==> src/rtl/awg_pkg.sv <==
package awg_pkg;

  // Pixel position test shared by both counters: pos lies in [start, start+len).
  function automatic logic in_span(input logic [31:0] pos,
                                   input logic [31:0] start,
                                   input logic [31:0] len);
    return (pos >= start) && ((pos - start) < len);
  endfunction

  // Index of the line that closes a bounded window.
  function automatic logic [31:0] last_line(input logic [31:0] skip,
                                            input logic [31:0] pass);
    return skip + pass - 32'd1;
  endfunction

endpackage

==> src/rtl/awg_regs.sv <==
module awg_regs #(
  parameter int HD_W = 13,
  parameter int HW_W = 15,
  parameter int VD_W = 13,
  parameter int VW_W = 13,
  parameter int LN_W = 14
) (
  input  logic            clk,
  input  logic            rst_n,
  input  logic            busy,
  input  logic            reg_wr,
  input  logic [3:0]      reg_idx,
  input  logic [7:0]      reg_wdata,
  input  logic [LN_W-1:0] lines_done,
  output logic [7:0]      reg_rdata,
  output logic [HD_W-1:0] hdelay,
  output logic [HW_W-1:0] hwidth,
  output logic [VD_W-1:0] vdelay,
  output logic [VW_W-1:0] vwidth
);

  logic wr_take;
  assign wr_take = reg_wr && !busy;

  always_ff @(posedge clk) begin
    if (!rst_n) begin
      hdelay <= '0;
      hwidth <= '0;
      vdelay <= '0;
      vwidth <= '0;
    end else if (wr_take) begin
      case (reg_idx)
        4'd0: hdelay[7:0]      <= reg_wdata;
        4'd1: hdelay[HD_W-1:8] <= reg_wdata[HD_W-9:0];
        4'd2: hwidth[7:0]      <= reg_wdata;
        4'd3: hwidth[HW_W-1:8] <= reg_wdata[HW_W-9:0];
        4'd4: vdelay[7:0]      <= reg_wdata;
        4'd5: vdelay[VD_W-1:8] <= reg_wdata[VD_W-9:0];
        4'd6: vwidth[7:0]      <= reg_wdata;
        4'd7: vwidth[VW_W-1:8] <= reg_wdata[VW_W-9:0];
        default: ;
      endcase
    end
  end

  always_comb begin
    case (reg_idx)
      4'd0:    reg_rdata = hdelay[7:0];
      4'd1:    reg_rdata = 8'(hdelay >> 8);
      4'd2:    reg_rdata = hwidth[7:0];
      4'd3:    reg_rdata = 8'(hwidth >> 8);
      4'd4:    reg_rdata = vdelay[7:0];
      4'd5:    reg_rdata = 8'(vdelay >> 8);
      4'd6:    reg_rdata = vwidth[7:0];
      4'd7:    reg_rdata = 8'(vwidth >> 8);
      4'd8:    reg_rdata = lines_done[7:0];
      4'd9:    reg_rdata = 8'(lines_done >> 8);
      default: reg_rdata = 8'h00;
    endcase
  end


  busy_wr_ignored_chk: assert property (@(posedge clk) disable iff (!rst_n)
    (reg_wr && busy) |=> ($stable(hdelay) && $stable(hwidth) &&
                          $stable(vdelay) && $stable(vwidth)));

endmodule

==> src/rtl/awg_frame.sv <==
module awg_frame
  import awg_pkg::*;
#(
  parameter int VD_W = 13,
  parameter int VW_W = 13,
  parameter int LN_W = 14
) (
  input  logic            clk,
  input  logic            rst_n,
  input  logic            frame_en,
  input  logic            le_rise,
  input  logic            le_fall,
  input  logic [VD_W-1:0] vdelay,
  input  logic [VW_W-1:0] vwidth,
  output logic            busy,
  output logic            act_now,
  output logic [LN_W-1:0] lines_done,
  output logic            frame_done
);

  logic            fe_q;
  logic [LN_W-1:0] vcnt;
  logic            line_act;
  logic            last_q;

  logic fe_rise, fe_fall, start, v_ok, line_hit, is_last, end_now;
  logic [31:0] v_len;

  assign fe_rise  = frame_en && !fe_q;
  assign fe_fall  = !frame_en && fe_q;
  assign start    = fe_rise && !busy;
  assign v_len    = (vwidth == '0) ? 32'hFFFF_FFFF : 32'(vwidth);
  assign v_ok     = in_span(32'(vcnt), 32'(vdelay), v_len);
  assign line_hit = busy && le_rise && v_ok;
  assign is_last  = (vwidth != '0) &&
                    (32'(vcnt) == last_line(32'(vdelay), 32'(vwidth)));
  assign end_now  = busy && ((le_fall && line_act && last_q) || fe_fall);
  assign act_now  = le_rise ? line_hit : line_act;

  always_ff @(posedge clk) begin
    if (!rst_n) begin
      fe_q       <= 1'b0;
      busy       <= 1'b0;
      vcnt       <= '0;
      line_act   <= 1'b0;
      last_q     <= 1'b0;
      lines_done <= '0;
      frame_done <= 1'b0;
    end else begin
      fe_q       <= frame_en;
      frame_done <= end_now;
      if (start) begin
        busy       <= 1'b1;
        vcnt       <= '0;
        line_act   <= 1'b0;
        last_q     <= 1'b0;
        lines_done <= '0;
      end else if (end_now) begin
        busy     <= 1'b0;
        line_act <= 1'b0;
      end else if (busy) begin
        if (le_rise) begin
          vcnt     <= vcnt + 1'b1;
          line_act <= line_hit;
          last_q   <= line_hit && is_last;
          if (line_hit) lines_done <= lines_done + 1'b1;
        end else if (le_fall) begin
          line_act <= 1'b0;
        end
      end
    end
  end


  done_leaves_idle_chk: assert property (@(posedge clk) disable iff (!rst_n)
    frame_done |-> !busy);


  line_count_bound_chk: assert property (@(posedge clk) disable iff (!rst_n)
    (busy && vwidth != '0) |-> (32'(lines_done) <= 32'(vwidth)));


  done_single_chk: assert property (@(posedge clk) disable iff (!rst_n)
    frame_done |=> !frame_done);

endmodule

==> src/rtl/awg_line.sv <==
module awg_line
  import awg_pkg::*;
#(
  parameter int PIX_W  = 16,
  parameter int HD_W   = 13,
  parameter int HW_W   = 15,
  parameter int HPOS_W = 16
) (
  input  logic             clk,
  input  logic             rst_n,
  input  logic             line_en,
  input  logic             le_rise,
  input  logic             act_now,
  input  logic [HD_W-1:0]  hdelay,
  input  logic [HW_W-1:0]  hwidth,
  input  logic [PIX_W-1:0] pix_in,
  output logic             pix_valid,
  output logic [PIX_W-1:0] pix_out,
  output logic             line_start
);

  localparam logic [HPOS_W-1:0] HMAX = {HPOS_W{1'b1}};

  logic [HPOS_W-1:0] hcnt;
  logic [HPOS_W-1:0] hpos_now;
  logic              pass;
  logic              first;

  assign hpos_now = le_rise ? '0 : hcnt;
  assign pass     = line_en && act_now &&
                    in_span(32'(hpos_now), 32'(hdelay), 32'(hwidth));
  assign first    = pass && (32'(hpos_now) == 32'(hdelay));

  always_ff @(posedge clk) begin
    if (!rst_n) begin
      hcnt       <= '0;
      pix_valid  <= 1'b0;
      pix_out    <= '0;
      line_start <= 1'b0;
    end else begin
      if (line_en) hcnt <= (hpos_now == HMAX) ? HMAX : hpos_now + 1'b1;
      pix_valid  <= pass;
      pix_out    <= pass ? pix_in : '0;
      line_start <= first;
    end
  end


  valid_needs_line_chk: assert property (@(posedge clk) disable iff (!rst_n)
    pix_valid |-> $past(line_en));


  start_with_valid_chk: assert property (@(posedge clk) disable iff (!rst_n)
    line_start |-> pix_valid);


  rise_is_start_chk: assert property (@(posedge clk) disable iff (!rst_n)
    $rose(pix_valid) |-> line_start);

endmodule

==> src/rtl/active_window_gate.sv <==
module active_window_gate #(
  parameter int PIX_W  = 16,
  parameter int HD_W   = 13,
  parameter int HW_W   = 15,
  parameter int VD_W   = 13,
  parameter int VW_W   = 13,
  parameter int LN_W   = 14,
  parameter int HPOS_W = 16
) (
  input  logic             clk,
  input  logic             rst_n,
  input  logic             line_en,
  input  logic             frame_en,
  input  logic [PIX_W-1:0] pix_in,
  input  logic             reg_wr,
  input  logic [3:0]       reg_idx,
  input  logic [7:0]       reg_wdata,
  output logic [7:0]       reg_rdata,
  output logic             pix_valid,
  output logic [PIX_W-1:0] pix_out,
  output logic             line_start,
  output logic             frame_done
);

  logic            le_q;
  logic            le_rise, le_fall;
  logic            busy, act_now;
  logic [HD_W-1:0] hdelay;
  logic [HW_W-1:0] hwidth;
  logic [VD_W-1:0] vdelay;
  logic [VW_W-1:0] vwidth;
  logic [LN_W-1:0] lines_done;

  always_ff @(posedge clk) begin
    if (!rst_n) le_q <= 1'b0;
    else        le_q <= line_en;
  end

  assign le_rise = line_en && !le_q;
  assign le_fall = !line_en && le_q;

  awg_regs #(.HD_W(HD_W), .HW_W(HW_W), .VD_W(VD_W), .VW_W(VW_W), .LN_W(LN_W)) u_regs (
    .clk(clk), .rst_n(rst_n), .busy(busy), .reg_wr(reg_wr), .reg_idx(reg_idx),
    .reg_wdata(reg_wdata), .lines_done(lines_done), .reg_rdata(reg_rdata),
    .hdelay(hdelay), .hwidth(hwidth), .vdelay(vdelay), .vwidth(vwidth));

  awg_frame #(.VD_W(VD_W), .VW_W(VW_W), .LN_W(LN_W)) u_frame (
    .clk(clk), .rst_n(rst_n), .frame_en(frame_en), .le_rise(le_rise),
    .le_fall(le_fall), .vdelay(vdelay), .vwidth(vwidth), .busy(busy),
    .act_now(act_now), .lines_done(lines_done), .frame_done(frame_done));

  awg_line #(.PIX_W(PIX_W), .HD_W(HD_W), .HW_W(HW_W), .HPOS_W(HPOS_W)) u_line (
    .clk(clk), .rst_n(rst_n), .line_en(line_en), .le_rise(le_rise),
    .act_now(act_now), .hdelay(hdelay), .hwidth(hwidth), .pix_in(pix_in),
    .pix_valid(pix_valid), .pix_out(pix_out), .line_start(line_start));


  idle_quiet_chk: assert property (@(posedge clk) disable iff (!rst_n)
    (!busy && !$past(busy)) |-> !pix_valid);

endmodule

==> config.mk <==
export PLATFORM = sky130hd
export DESIGN_NAME = active_window_gate
export DESIGN_NICKNAME = d
export VERILOG_FILES = /design/src/rtl/awg_pkg.sv /design/src/rtl/awg_regs.sv /design/src/rtl/awg_frame.sv /design/src/rtl/awg_line.sv /design/src/rtl/active_window_gate.sv
export SDC_FILE = /design/constraint.sdc
export NUM_CORES = 1
export LEC_CHECK = 0
export BUFFER_PORTS_ARGS = -buffer_cell sky130_fd_sc_hd__clkbuf_2
export CAP_MARGIN = 20
export CORE_MARGIN = 5
export CORE_UTILIZATION = 30
export DETAILED_ROUTE_END_ITERATION = 7
export MAX_ROUTING_LAYER = met4
export PLACE_DENSITY = 0.44
export SKIP_CTS_REPAIR_TIMING = 1
export SLEW_MARGIN = 10
export SYNTH_ARGS = -nofsm -noshare
export SYNTH_HDL_FRONTEND = slang
export SYNTH_SLANG_ARGS = --single-unit
==> constraint.sdc <==
create_clock -name clk -period 6.2 [get_ports clk]
set_clock_uncertainty 0.1 [all_clocks]
set_input_delay 1.24 -clock clk [delete_from_list [all_inputs] [get_ports clk]]
set_output_delay 1.24 -clock clk [all_outputs]
set_load 0.05 [all_outputs]
Word-level counts from Yosys, hierarchy flattened

Cells that the tools add are included.

Equality and inequality tests: 12
Reduce and logical (&&, ||, !) cells: 43
Mux-type cells: 9
Magnitude comparators: 4
Bitwise gates (word level): 2
Add/sub/neg operators: 7

Operators by type and width:

| operator                                                             | number |
|---|---|
| 8-bit one-hot mux with 10 select lines                               | 1 |
| 14-bit by 32-bit == test with 1-bit output                           | 1 |
| 32-bit by 15-bit < comparator with 1-bit output                      | 1 |
| 32-bit < comparator                                                  | 1 |
| 16-bit two-way mux                                                   | 2 |
| 32-bit two-way mux                                                   | 1 |
| 32-bit by 1-bit subtractor with 32-bit output, second input constant | 1 |
| 14-bit by 1-bit adder with 14-bit output, second input constant      | 2 |
| 2-bit AND reduction                                                  | 10 |
| 1-bit logical AND                                                    | 18 |
| 16-bit by 13-bit subtractor with 17-bit output                       | 1 |
| 16-bit by 1-bit adder with 16-bit output, second input constant      | 1 |
| 16-bit by 13-bit == test with 1-bit output                           | 1 |
| 16-bit == test, second input constant                                | 1 |
| 4-bit by 3-bit == test with 1-bit output, second input constant      | 4 |
| 16-bit by 13-bit greater-or-equal comparator with 1-bit output       | 1 |
| 14-bit by 13-bit subtractor with 15-bit output                       | 1 |
| 13-bit by 13-bit adder with 14-bit output                            | 1 |
| 14-bit by 13-bit greater-or-equal comparator with 1-bit output       | 1 |
| 13-bit logical NOT                                                   | 1 |
| 13-bit nonzero test                                                  | 1 |
| 4-bit by 2-bit == test with 1-bit output, second input constant      | 2 |
| 4-bit == test, second input constant                                 | 2 |
| 1-bit logical NOT                                                    | 5 |
| 10 further kinds                                                     | 16 |

Flip-flop bits (word level): 122
Bits of input ports: 33
Logic and storage cells: 97
Output and inout bits: 27

Longest topological paths before layout

Depth in word-level cells: 9
Mapped depth: 26
Mapped depth without buffers: 25

By module

From an unflattened synthesis, not the netlist that was laid out.

Cell total of the unflattened synthesis: 1,132
Area total of the unflattened synthesis: 9,043.7 µm²

By module, submodules not included:

| module             | area each (µm²) | cells each | times used | seq. area each (µm²) |
|---|---|---|---|---|
| awg_frame          | 3,452.1         | 456        | 1          | 660.6 |
| awg_regs           | 2,807.7         | 335        | 1          | 1,081.0 |
| awg_line           | 2,745.1         | 337        | 1          | 680.7 |
| active_window_gate | 38.8            | 4          | 1          | 20.0 |

Least setup slack after synthesis

No wires, ideal clock.

Path kind: input-to-reg
From: input port line_en
To: register u_line.pix_out[10]
Path slack: 303 ps
Stages: 24
Setup time: 80 ps
Arrival: 5,717 ps
Data required time: 6,020 ps
Path buffers: 3
Path through: ha_1 > clkbuf_1 > clkbuf_1 > nor2b_1 > fa_1 > a21o_1 > a21oi_1 > o21bai_1 > a21oi_1 > o21ai_0 > a21o_1 > a21oi_1 > xnor2_1 > ha_1 > a21o_1 > a21o_1 > a21oi_1 > nor2b_1 > o21ai_0 > nand4b_1 > nor3_1 > nand3_1 > clkbuf_1 > nor3b_1

Longest elaborated chain between the ends: 7
Elaborated cells between the ends (all ways): 12
Classes of those cells: add/sub (1); order compare (2); mux (2); reduce/logical (7)

RTL lines:

| item                                                                                 | RTL line                        | RTL |
|---|---|---|
| start, declared                                                                      | active_window_gate.sv:12        | `input logic line_en,` |
| 1-bit logical AND                                                                    | active_window_gate.sv:39        | `assign le_rise = line_en && !le_q;` |
| 16-bit two-way mux or 1-bit logical AND (tied branches)                              | awg_line.sv:29, awg_frame.sv:34 |  |
| 16-bit by 13-bit subtractor with 17-bit output or 1-bit logical AND (tied branches)  | awg_pkg.sv:7, awg_frame.sv:34   |  |
| 32-bit by 15-bit < comparator with 1-bit output or 1-bit two-way mux (tied branches) | awg_pkg.sv:7, awg_frame.sv:38   |  |
| 1-bit logical AND (on tied branches)                                                 | awg_pkg.sv:7, awg_line.sv:30    |  |
| 1-bit logical AND *                                                                  | awg_line.sv:30                  | `assign pass = line_en && act_now &&` |
| 2-bit AND reduction (no line) *                                                      | --                              |  |
| end signal, assigned                                                                 | awg_line.sv:43                  | `pix_out <= pass ? pix_in : '0;` |
| end, declared                                                                        | awg_line.sv:18                  | `output logic [PIX_W-1:0] pix_out,` |

Every way passes the cells marked *; elsewhere a longest branch is shown, timed or not.
A chain may end at the register's enable or synchronous reset.

Final worst setup path

From: input port line_en
To: register u_line.line_start

Longest elaborated chain between the ends: 7
Elaborated cells between the ends (all ways): 13
Classes of those cells: add/sub (1); order compare (2); eq/ne (1); mux (2); reduce/logical (7)

RTL lines:

| item                                                                                 | RTL line                        | RTL |
|---|---|---|
| 1-bit logical AND                                                                    | active_window_gate.sv:39        |  |
| 16-bit two-way mux or 1-bit logical AND (tied branches)                              | awg_line.sv:29, awg_frame.sv:34 |  |
| 16-bit by 13-bit subtractor with 17-bit output or 1-bit logical AND (tied branches)  | awg_pkg.sv:7, awg_frame.sv:34   |  |
| 32-bit by 15-bit < comparator with 1-bit output or 1-bit two-way mux (tied branches) | awg_pkg.sv:7, awg_frame.sv:38   |  |
| 1-bit logical AND (on tied branches)                                                 | awg_pkg.sv:7, awg_line.sv:30    |  |
| 1-bit logical AND                                                                    | awg_line.sv:30                  |  |
| 1-bit logical AND *                                                                  | awg_line.sv:32                  | `assign first = pass && (32'(hpos_now) == 32'(hdelay));` |
| end signal, assigned                                                                 | awg_line.sv:44                  | `line_start <= first;` |
| end, declared                                                                        | awg_line.sv:19                  | `output logic line_start` |

Marks and branches as above.

==> impl_metrics.yaml <==
power_and_ir_drop:
  power_frac_seq_pct: 36.6
  pwr-share-clk_pct: 47.2
  p_sw_mw: 0.649
  combinationalPowerShare_pct: 16.2
  total_power_mw: 2.21
  power.share.switching_pct: 29.4
  power.leakage_nw: 4.25
  peakVddDrop_uv: 102
  power.internal_mw: 1.56
  powerDensity_nw_per_um2: 213
grt:
  grt_pass1_wl_mm: 44.6
  track_usage_pct: 17.3
  grt_max_degree: 77
  grt_pass1_vias: 7701
  grt-ovfl-total: 0
  antenna_found_initial: 0
worst_setup_path:
  startpoint_type: "primary input"
  slowest_delay_ns: 0.40
  worstSetupEndpointType: "flip-flop"
  worstSetupPathType: "primary input to flip-flop"
  cp_slowest_cell: "fa_1"
  arrival_ns: 5.78
  path_common_cell: "a21oi_1"
  cp_max_fo: 18
  cp.required_ns: 6.42
synth:
  yosysWarnings: 0
  syn_avg_cell_area_um2: 8.19
  ys_seq_elements: 122
  ys.flop_type: "dfxtp_1"
  synth_edf_count: 0
  syn_inst: 1109
  ys_types: 90
  synth-seq-area-share_pct: 26.9
  synth_nets: 1220
  synth_area_um2: 9090
  async_flop_share_pct: 0
routing:
  first_pass_iters: 5
  drc_errors: 0
  wl_met3_um: 725
  vias_per_cell: 5.18
  initialDrtViolationCount: 490
  wl_met1_mm: 14.8
  routed-wl-met2_mm: 12.7
  vias: 8063
  final_antenna_net_count: 0
  top_layer_used: "met4"
  wire_per_inst_um: 18.3
  finalWirelength_mm: 28.5
layout:
  diodes: 0
  drive_above_1_share_pct: 12.0
  layout_common_cells: "dfxtp_1 (122), nor2_1 (92), ha_1 (75), inv_1 (72), a21oi_1 (66)"
  fill_cells: 3239
  nets: 1265
  final_common_cell: "dfxtp_1"
  area_growth_pct: 14.3
  fin_area_um2: 10400
place:
  placed_area_um2: 9790
  place_congestion: 0.844
  dpl.hpwl_mm: 21.4
  portBuffers: 59
timing:
  post-route-period-util_pct: 89.7
  hold_viol: 0
  tns_ns: 0
  worstMarginPinSlew_ns: 1.02
  fmax_mhz: 180
  final_max_slew_viol_count: 0
  rsz0062_at_grt: "false"
  slew_headroom_pct: 31.6
  setup_viol: 0
  layout_min_cycle_time_ns: 5.56
worst_hold_path:
  min_path_type: "flip-flop to flip-flop"
die:
  fp-row-count: 63
  io_pins: 60
  design.die.area_um2: 33900
  initial_utilization_pct: 30.5
  core_area_um2: 29800
  die_h_um: 184
  die_width_um: 184
clock_tree:
  cts_max_level: 4
  path_clk_slew_ns: 0.06
  cts_buffers: 17
  clock_path_buffers: 2
  root_buffer: "clkbuf_16"
  clk_latency_ns: 0.43
  clock-sinks: 122
  tritoncts: "done"
job:
  maxCapViolations: 0
run_status:
  status: "finished clean"
[cells in the mapped netlist, drive strengths merged, types with 6 or more instances]
cell type	n	area [µm²]
inv	72	270
nor2b	63	394
or4	7	52.6
xor2	30	270
nand2	64	240
o31ai	6	45.0
nor3	21	105
nand3b	8	60.1
nand2b	9	56.3
o21ai	66	330
nor3b	22	170
a211oi	10	97.6
o21a	12	90.1
a31oi	8	50.1
clkbuf	38	143
o211ai	8	78.8
xnor2	28	253
buf	12	71.3
a21o	14	105
nand3	35	175
ha	75	938
a22oi	9	81.3
mux2i	55	551
nor2	92	345
a21boi	17	128
dfxtp	122	2440
and3	20	128
and2	7	43.8
o21bai	8	60.1
nand4	21	146
a21oi	68	348
or3	7	45.1
nor4	13	109
[stage by stage]
stage,std cells,util [%],hold WS (ns),setup slack [ns]
floorplan,1109,-,0.344,0.303
detailed placement,1525,32.9,0.378,0.296
global placement,1525,32.9,0.365,0.313
global route,1557,34.9,0.398,0.314
CTS,1557,34.9,0.387,0.701
finish,1557,34.9,0.386,0.640
[sequential cells by signal (all words and copies together), names as in the netlist]
register and cells:
le_q 1, u_frame.busy 1, u_frame.fe_q 1, u_frame.frame_done 1, u_frame.last_q 1, u_frame.line_act 1
u_frame.lines_done 14, u_frame.vcnt 14, u_line.hcnt 16, u_line.line_start 1, u_line.pix_out 16, u_line.pix_valid 1
u_regs.hdelay 13, u_regs.hwidth 15, u_regs.vdelay 13, u_regs.vwidth 13
[power by group through the flow]
stage / Combinational [mW] / Clock [mW] / Sequential, mW
floorplan: 0.268 / 0 / 0.823
global placement: 0.360 / 0 / 0.827
detailed placement: 0.357 / 0 / 0.827
CTS: 0.360 / 1.07 / 0.809
global route: 0.404 / 1.11 / 0.811
finish: 0.359 / 1.04 / 0.810
[critical path: cells and delay by family]
kind | cells | cell delay [ns]
buf+inv | 4 | 0.46
simple gates | 7 | 0.96
compound gates | 10 | 2.06
fa+ha+maj | 4 | 1.07
[worst paths after layout]
| check | endpoint | cells past startpoint | slack (ns) | from |
|---|---|---|---|---|
| worst max-delay path | u_line.line_start$_SDFF_PN0_ | 25 | 0.64 | line_en |
| worst min-delay path | u_line.hcnt[7]$_SDFFE_PN0P_ | 2 | 0.39 | u_line.hcnt[7]$_SDFFE_PN0P_ |
| worst max register to register | u_frame.last_q$_SDFFE_PP0P_ | 18 | 0.86 | u_regs.vwidth[0]$_SDFFE_PN0P_ |
| worst min register to register | u_line.hcnt[7]$_SDFFE_PN0P_ | 2 | 0.39 | u_line.hcnt[7]$_SDFFE_PN0P_ |
[layer usage]
metal  GRT usage (%)  vias up
li1                -     4070
met1            25.2     3850
met2            25.8      127
met3            2.22       16
met4            3.52        0
met5               -        -
[cells by family (layout without fill, tap and decap cells)]
family,count (synthesis),after routing,share of synthesized area [%]
xor gates and xnor gates,61,61,6.55
adders and majority gates,78,78,11.0
muxes,57,57,6.43
and+or+nand+nor,404,404,24.2
DFF,122,122,26.9
buffers and inverters,122,180,5.33
AOI/OAI and AO/OA,265,265,19.6
[cell type report]
type	instances	area, µm²	share of cell area (%)
Clock inverter	14	161	1.55
Clock buffer	18	439	4.23
Tap cell	390	488	4.70
Timing Repair Buffer	76	423	4.07
Inverter	72	270	2.60
Multi-Input combinational cell	865	6170	59.3
Sequential cell	122	2440	23.5
Note: power is estimated with default switching activity, not from simulation.
